**config.mk**
```make
export PLATFORM = sky130hd
export DESIGN_NAME = sram_sleep_ctrl
export DESIGN_NICKNAME = d
export VERILOG_FILES = /design/src/rtl/sram_sleep_pkg.sv /design/src/rtl/zz_sync.sv /design/src/rtl/delay_counter.sv /design/src/rtl/sleep_fsm.sv /design/src/rtl/sram_sleep_ctrl.sv
export SDC_FILE = /design/constraint.sdc
export NUM_CORES = 1
export LEC_CHECK = 0
export CORE_AREA = 2 2 39 41
export CTS_CLUSTER_DIAMETER = 50
export DETAILED_ROUTE_END_ITERATION = 8
export DIE_AREA = 0 0 41 43
export SETUP_SLACK_MARGIN = 0.1
export SLEW_MARGIN = 20
export SYNTH_ARGS = -nofsm -noshare
export SYNTH_HDL_FRONTEND = slang
export SYNTH_HIERARCHICAL = 1
export SYNTH_SLANG_ARGS = --single-unit
```
**constraint.sdc**
```tcl
create_clock -name clk -period 1.3 [get_ports clk]
set_input_delay 0.26 -clock clk [delete_from_list [all_inputs] [get_ports clk]]
set_output_delay 0.26 -clock clk [all_outputs]
set_load 0.05 [all_outputs]
```
**src/rtl/sram_sleep_pkg.sv**
```systemverilog
// Shared types for the SRAM sleep controller.
// Assumes the command decode upstream produces the 2-bit code below.
package sram_sleep_pkg;

    typedef enum logic [1:0] {
        CMD_DESEL = 2'b00,
        CMD_READ  = 2'b01,
        CMD_WRITE = 2'b10,
        CMD_RSVD  = 2'b11
    } cmd_e;

    typedef enum logic [1:0] {
        ST_ACTIVE     = 2'b00,
        ST_ENTERING   = 2'b01,
        ST_SLEEP      = 2'b10,
        ST_RECOVERING = 2'b11
    } pwr_state_e;

endpackage

```
**src/rtl/zz_sync.sv**
```systemverilog
// Flop-chain synchronizer for the asynchronous sleep request.
// Assumes STAGES >= 2; output is the last stage, cleared by reset.
module zz_sync #(
    parameter int STAGES = 2
) (
    input  logic clk,
    input  logic rst_n,
    input  logic async_i,
    output logic sync_o
);

    logic [STAGES-1:0] chain_q;

    // Shift the request through the chain, one stage per clock.
    always_ff @(posedge clk) begin
        if (!rst_n) chain_q <= '0;
        else        chain_q <= {chain_q[STAGES-2:0], async_i};
    end

    assign sync_o = chain_q[STAGES-1];

endmodule

```
**src/rtl/delay_counter.sv**
```systemverilog
// Up-counter used to time the entry and wake delays.
// Assumes the controller clears it on each state change that starts a delay.
module delay_counter #(
    parameter int WIDTH = 2
) (
    input  logic             clk,
    input  logic             rst_n,
    input  logic             clr_i,
    input  logic             inc_i,
    output logic [WIDTH-1:0] count_o
);

    // Clear has priority over increment.
    always_ff @(posedge clk) begin
        if (!rst_n || clr_i) count_o <= '0;
        else if (inc_i)      count_o <= count_o + 1'b1;
    end

endmodule

```
**src/rtl/sleep_fsm.sv**
```systemverilog
// Power-state machine: ACTIVE -> ENTERING -> SLEEP -> RECOVERING -> ACTIVE.
// Assumes zz_s_i is already synchronized and cnt_i comes from a counter
// that this module clears and advances.
module sleep_fsm
    import sram_sleep_pkg::*;
#(
    parameter int ENTRY_CYCLES = 2,
    parameter int WAKE_CYCLES  = 2,
    parameter int CW           = 2
) (
    input  logic          clk,
    input  logic          rst_n,
    input  logic          zz_s_i,
    input  logic          busy_i,
    input  logic [CW-1:0] cnt_i,
    output logic          cnt_clr_o,
    output logic          cnt_inc_o,
    output pwr_state_e    state_o
);

    localparam logic [CW-1:0] ENTRY_LAST = CW'(ENTRY_CYCLES - 1);
    localparam logic [CW-1:0] WAKE_LAST  = CW'(WAKE_CYCLES - 1);

    pwr_state_e state_q, state_d;

    // Next-state and counter control.
    always_comb begin
        state_d   = state_q;
        cnt_clr_o = 1'b0;
        cnt_inc_o = 1'b0;
        unique case (state_q)
            ST_ACTIVE: begin
                if (zz_s_i && !busy_i) begin
                    state_d   = ST_ENTERING;
                    cnt_clr_o = 1'b1;
                end
            end
            ST_ENTERING: begin
                if (!zz_s_i)                  state_d   = ST_ACTIVE;
                else if (cnt_i == ENTRY_LAST) state_d   = ST_SLEEP;
                else                          cnt_inc_o = 1'b1;
            end
            ST_SLEEP: begin
                if (!zz_s_i) begin
                    state_d   = ST_RECOVERING;
                    cnt_clr_o = 1'b1;
                end
            end
            ST_RECOVERING: begin
                if (cnt_i == WAKE_LAST) state_d   = ST_ACTIVE;
                else                    cnt_inc_o = 1'b1;
            end
            default: state_d = ST_ACTIVE;
        endcase
    end

    // State register.
    always_ff @(posedge clk) begin
        if (!rst_n) state_q <= ST_ACTIVE;
        else        state_q <= state_d;
    end

    assign state_o = state_q;

    // Sleep is only ever reached from the entry delay.
    assert_sleep_via_entry_R2: assert property (@(posedge clk) disable iff (!rst_n)
        (state_q == ST_SLEEP && $past(state_q) != ST_SLEEP) |-> $past(state_q) == ST_ENTERING);

    // Sleep holds while the synchronized request stays high.
    assert_sleep_holds_R4: assert property (@(posedge clk) disable iff (!rst_n)
        (state_q == ST_SLEEP && zz_s_i) |=> state_q == ST_SLEEP);

    // Leaving sleep always passes through recovery.
    assert_exit_via_recovery_R5: assert property (@(posedge clk) disable iff (!rst_n)
        ($past(state_q) == ST_SLEEP && state_q != ST_SLEEP) |-> state_q == ST_RECOVERING);

    // A pending access holds the block active.
    assert_busy_defers_R8: assert property (@(posedge clk) disable iff (!rst_n)
        (state_q == ST_ACTIVE && busy_i) |=> state_q == ST_ACTIVE);

    // A withdrawn request during entry returns to active.
    assert_abort_entry_R9: assert property (@(posedge clk) disable iff (!rst_n)
        (state_q == ST_ENTERING && !zz_s_i) |=> state_q == ST_ACTIVE);

endmodule

```
**src/rtl/sram_sleep_ctrl.sv**
```systemverilog
// Top of the SRAM sleep controller: synchronizes the sleep request,
// times entry and wake delays, gates the command and data paths, and
// flags writes issued during recovery.
// Assumes SYNC_STAGES >= 2, ENTRY_CYCLES >= 1, WAKE_CYCLES >= 1.
module sram_sleep_ctrl
    import sram_sleep_pkg::*;
#(
    parameter int SYNC_STAGES  = 2,
    parameter int ENTRY_CYCLES = 2,
    parameter int WAKE_CYCLES  = 2
) (
    input  logic       clk,
    input  logic       rst_n,
    input  logic       zz_i,
    input  logic [1:0] cmd_i,
    input  logic       busy_i,
    output logic       sleep_o,
    output logic       in_en_o,
    output logic       out_en_o,
    output logic       recov_o,
    output logic       illegal_o
);

    localparam int MAX_DELAY = (ENTRY_CYCLES > WAKE_CYCLES) ? ENTRY_CYCLES : WAKE_CYCLES;
    localparam int CW        = (MAX_DELAY < 2) ? 1 : $clog2(MAX_DELAY);

    logic          zz_s;
    logic          cnt_clr, cnt_inc;
    logic [CW-1:0] cnt;
    pwr_state_e    state;
    logic          is_write;

    zz_sync #(.STAGES(SYNC_STAGES)) u_sync (
        .clk     (clk),
        .rst_n   (rst_n),
        .async_i (zz_i),
        .sync_o  (zz_s)
    );

    delay_counter #(.WIDTH(CW)) u_cnt (
        .clk     (clk),
        .rst_n   (rst_n),
        .clr_i   (cnt_clr),
        .inc_i   (cnt_inc),
        .count_o (cnt)
    );

    sleep_fsm #(
        .ENTRY_CYCLES (ENTRY_CYCLES),
        .WAKE_CYCLES  (WAKE_CYCLES),
        .CW           (CW)
    ) u_fsm (
        .clk       (clk),
        .rst_n     (rst_n),
        .zz_s_i    (zz_s),
        .busy_i    (busy_i),
        .cnt_i     (cnt),
        .cnt_clr_o (cnt_clr),
        .cnt_inc_o (cnt_inc),
        .state_o   (state)
    );

    // Output decode from state and the current command.
    always_comb begin
        is_write  = (cmd_e'(cmd_i) == CMD_WRITE);
        sleep_o   = (state == ST_SLEEP);
        recov_o   = (state == ST_RECOVERING);
        illegal_o = recov_o && is_write;
        out_en_o  = !sleep_o;
        in_en_o   = !sleep_o && !illegal_o;
    end

    // The wake delay never runs past its bound.
    assert_wake_bound_R5: assert property (@(posedge clk) disable iff (!rst_n)
        recov_o |-> int'(cnt) < WAKE_CYCLES);

    // A flagged write is always blocked and only seen in recovery.
    assert_illegal_blocked_R6: assert property (@(posedge clk) disable iff (!rst_n)
        illegal_o |-> (!in_en_o && recov_o && out_en_o));

    // Sleep releases the data outputs.
    assert_sleep_hiz_R3: assert property (@(posedge clk) disable iff (!rst_n)
        sleep_o |-> (!out_en_o && !in_en_o && !illegal_o));

endmodule

```
==> results.sh <==
export IMPL_power_frac_seq_pct=42.9
export IMPL_portBuffers=10
export IMPL_hp_start="u_sync/chain_q[0]"
export IMPL_num_io_pins=11
export IMPL_start_kind="flop"
export IMPL_final_cell_area_sq_um=531
export IMPL_power_switching_mw=0.0711
export IMPL_start_util_pct=18.8
export IMPL_postSynthNetCount=33
export IMPL_placed_area_sq_um=452
export IMPL_die_height_microns=43
export IMPL_critical_path_max_fanout=6
export IMPL_antenna_cells=0
export IMPL_netlist_area_sq_um=260
export IMPL_slew_headroom_pct=85.2
export IMPL_ys_seq_area_share_pct=38.5
export IMPL_cts_clk_slew_worst_paths_ps=40
export IMPL_setup_viol=3
export IMPL_ctsRootBufferMaster="clkbuf_4"
export IMPL_rr_endpoint="u_cnt/count_o"
export IMPL_drt_initial_drc_count=0
export IMPL_grt_pass1_wl_microns=765
export IMPL_cts_sinks=5
export IMPL_cp_endpoint="out_en_o"
export IMPL_vias=249
export IMPL_gr_usage_all_layers_pct=6.64
export IMPL_r2r_slack_ps=180
export IMPL_fin_crit_ps=1370
export IMPL_routed_wl_microns=525
export IMPL_pwr_share_clk_pct=48.2
export IMPL_drive_gt1_share_pct=53.2
export IMPL_whs_ps=435
export IMPL_slowest_delay_ps=350
export IMPL_antenna_found_initial=0
export IMPL_place_congestion=0.718
export IMPL_rsz0062_at_grt="true"
export IMPL_crit_required_ps=1040
export IMPL_cap_violations=0
export IMPL_arrival_ps=1110
export IMPL_fin_ws_ps=-68.7
export IMPL_reg2reg_depth=3
export IMPL_avgSynthCellArea_sq_um=9.64
export IMPL_via_per_inst=3.95
export IMPL_drtPass1Iterations=1
export IMPL_ant_nets=0
export IMPL_p_sw_share_pct=19.6
export IMPL_dp_cells=54
export IMPL_clockBufferDepth=2
export IMPL_violations="negative setup slack"
export IMPL_clk_insertion_delay_late_ps=240
export IMPL_numCtsBuffers=3
export IMPL_finalHoldViolCount=0
export IMPL_htreeDepth=1
export IMPL_syn_instance_count=27
export IMPL_tightestPinTransition_ps=222
export IMPL_regArea_sq_um=108
export IMPL_p_per_area_nw_per_um2=683
export IMPL_final_period_utilization_pct=105
export IMPL_end_kind="output port"
export IMPL_min_path_type="flop to flop"
export IMPL_avgRoutedWirePerCell_microns=8.33
export IMPL_drv_slew=0
export IMPL_gr_total_overflow=0
export IMPL_final_setup_tns_ps=-96.1
export IMPL_cts_tree="built"
export IMPL_dp_hpwl_microns=374
export IMPL_min_path_cells=1
export IMPL_synth_cell_types=18
export IMPL_area_growth_pct=104
export IMPL_finClkSkew_ps=2.34
export IMPL_layout_cells_non_filler=63
export IMPL_crit_type="flop to output port"
export IMPL_nets=54
export IMPL_yosys_warnings=6
export IMPL_core_area_sq_um=1380
export IMPL_drc=0
export IMPL_grt_max_degree=10
export IMPL_fmax_mhz=731
export IMPL_rows=14
export IMPL_fillCellCount=137
export IMPL_max_vdd_ir_drop_v=0.000291
export IMPL_die_area_sq_um=1760
export IMPL_synth_seq_cells=5
export IMPL_hold_buffers=0
export IMPL_first_global_vias=210
export IMPL_worstPathCellList="and2b_4 -> clkinvlp_4 -> buf_12"
export IMPL_die_w_microns=41
export IMPL_leakage_nw=0.226
export IMPL_cp_startpoint="u_fsm/state_o[0]"
export IMPL_combPwrFrac_pct=8.9
export IMPL_p_total_mw=0.363
export IMPL_status="complete, but fails checks"
export IMPL_multi_input_area_sq_um=164
export IMPL_intPower_mw=0.291
export IMPL_crit_path_top_delay_cell="dfxtp_4"
layout by cell type, fill, tap and decap left out:
master and count:
clkinvlp_4 1, nand4b_1 1, nand2b_1 1, dfxtp_4 2
a221oi_2 1, nor2_1 1, a21oi_1 2, buf_12 5
dlymetal6s2s_1 1, inv_1 1, buf_4 5, xnor2_1 1
or3b_1 1, dlygate4sd2_1 2, dfxtp_1 3, and2_1 2
clkbuf_4 3, clkbuf_1 1, nor3b_1 1, nor3b_2 1
a21bo_2 1, clkdlybuf4s50_1 3, and2b_4 1, inv_2 1
and2_4 2, mux2i_1 1, nor2b_4 1, o21ai_2 1
cell type report:
cell class,count,share of cell area (%)
Timing Repair Buffer,16,37.3
Multi-Input combinational cell,19,30.9
Sequential cell,5,20.3
Clock buffer,4,4.95
Tap cell,16,3.77
Inverter,3,2.83
how the worst min path moves through the flow:
stage / endpoint
final: u_sync/chain_q[1]
after global routing: u_sync/chain_q[1]
after CTS: u_sync/chain_q[1]
after detailed placement: u_sync/chain_q[1]
after global placement: u_sync/chain_q[1]
after floorplan: u_sync/chain_q[0]
logic make-up after synthesis:
logic type,Yosys count,share of synthesized area (%)
AOI/OAI and AO/OA,5,15.4
xor gates and xnor gates,1,3.37
buffers and inverters,3,4.33
DFF,5,38.5
muxes,1,3.85
and+or+nand+nor,12,34.6
metal layers:
| layer | vias up | part of all wire [%] | track usage (%) |
|---|---|---|---|
| li1 | 131 | - | - |
| met1 | 108 | 42 | 7.44 |
| met2 | 10 | 51 | 8.75 |
| met3 | 0 | 6.9 | 1.57 |
| met4 | 0 | 0 | 8.00 |
| met5 | - | 0 | 0 |
Yosys cell counts:
| cell type | instances | area, sq um |
|---|---|---|
| dfxtp_1 | 5 | 100 |
| and2_1 | 3 | 18.8 |
| inv_1 | 3 | 11.3 |
| a21oi_1 | 2 | 10.0 |
| a21bo_2 | 1 | 10.0 |
| a221oi_2 | 1 | 15.0 |
| and2_4 | 1 | 8.76 |
| and2b_2 | 1 | 8.76 |
| mux2i_1 | 1 | 10.0 |
| nand2b_1 | 1 | 6.26 |
| nand4b_1 | 1 | 8.76 |
| nor2_1 | 1 | 3.75 |
| nor2b_1 | 1 | 6.26 |
| nor3b_1 | 1 | 7.51 |
| nor3b_2 | 1 | 12.5 |
| o21ai_0 | 1 | 5.00 |
| or3b_1 | 1 | 8.76 |
| xnor2_1 | 1 | 8.76 |
power by group through the flow:
stage / Sequential [mW] / Clock, mW / Combinational, mW
3_3_place_gp: 0.163 / 0 / 0.0289
3_5_place_dp: 0.163 / 0 / 0.0289
2_1_floorplan: 0.163 / 0 / 0.00962
6_report: 0.156 / 0.175 / 0.0322
5_1_grt: 0.156 / 0.194 / 0.0351
4_1_cts: 0.156 / 0.187 / 0.0308
per-stage QoR:
stage	setup WS (ps)	utilization, %
3_5_place_dp	-176	32.6
6_report	-68.7	38.3
4_1_cts	-90.4	35.8
2_1_floorplan	50.2	-
3_3_place_gp	-167	32.6
5_1_grt	-98.3	38.3
critical path: cells and delay by family, from the launching register on:
kind,cells,cell delay [ps]
and+or+nand+nor,1,280
DFF,1,350
buffers and inverters,2,240
timing repair:
| item | 4_1_cts | 5_1_grt |
|---|---|---|
| buffers inserted | 1 | 4 |
| pin swaps | 2 | 1 |
| resized for setup | 6 | 1 |
| hold endpoints to repair | 0 | 0 |
| endpoints found under the setup margin | 5 | 5 |
(Power assumes the default switching activity.)
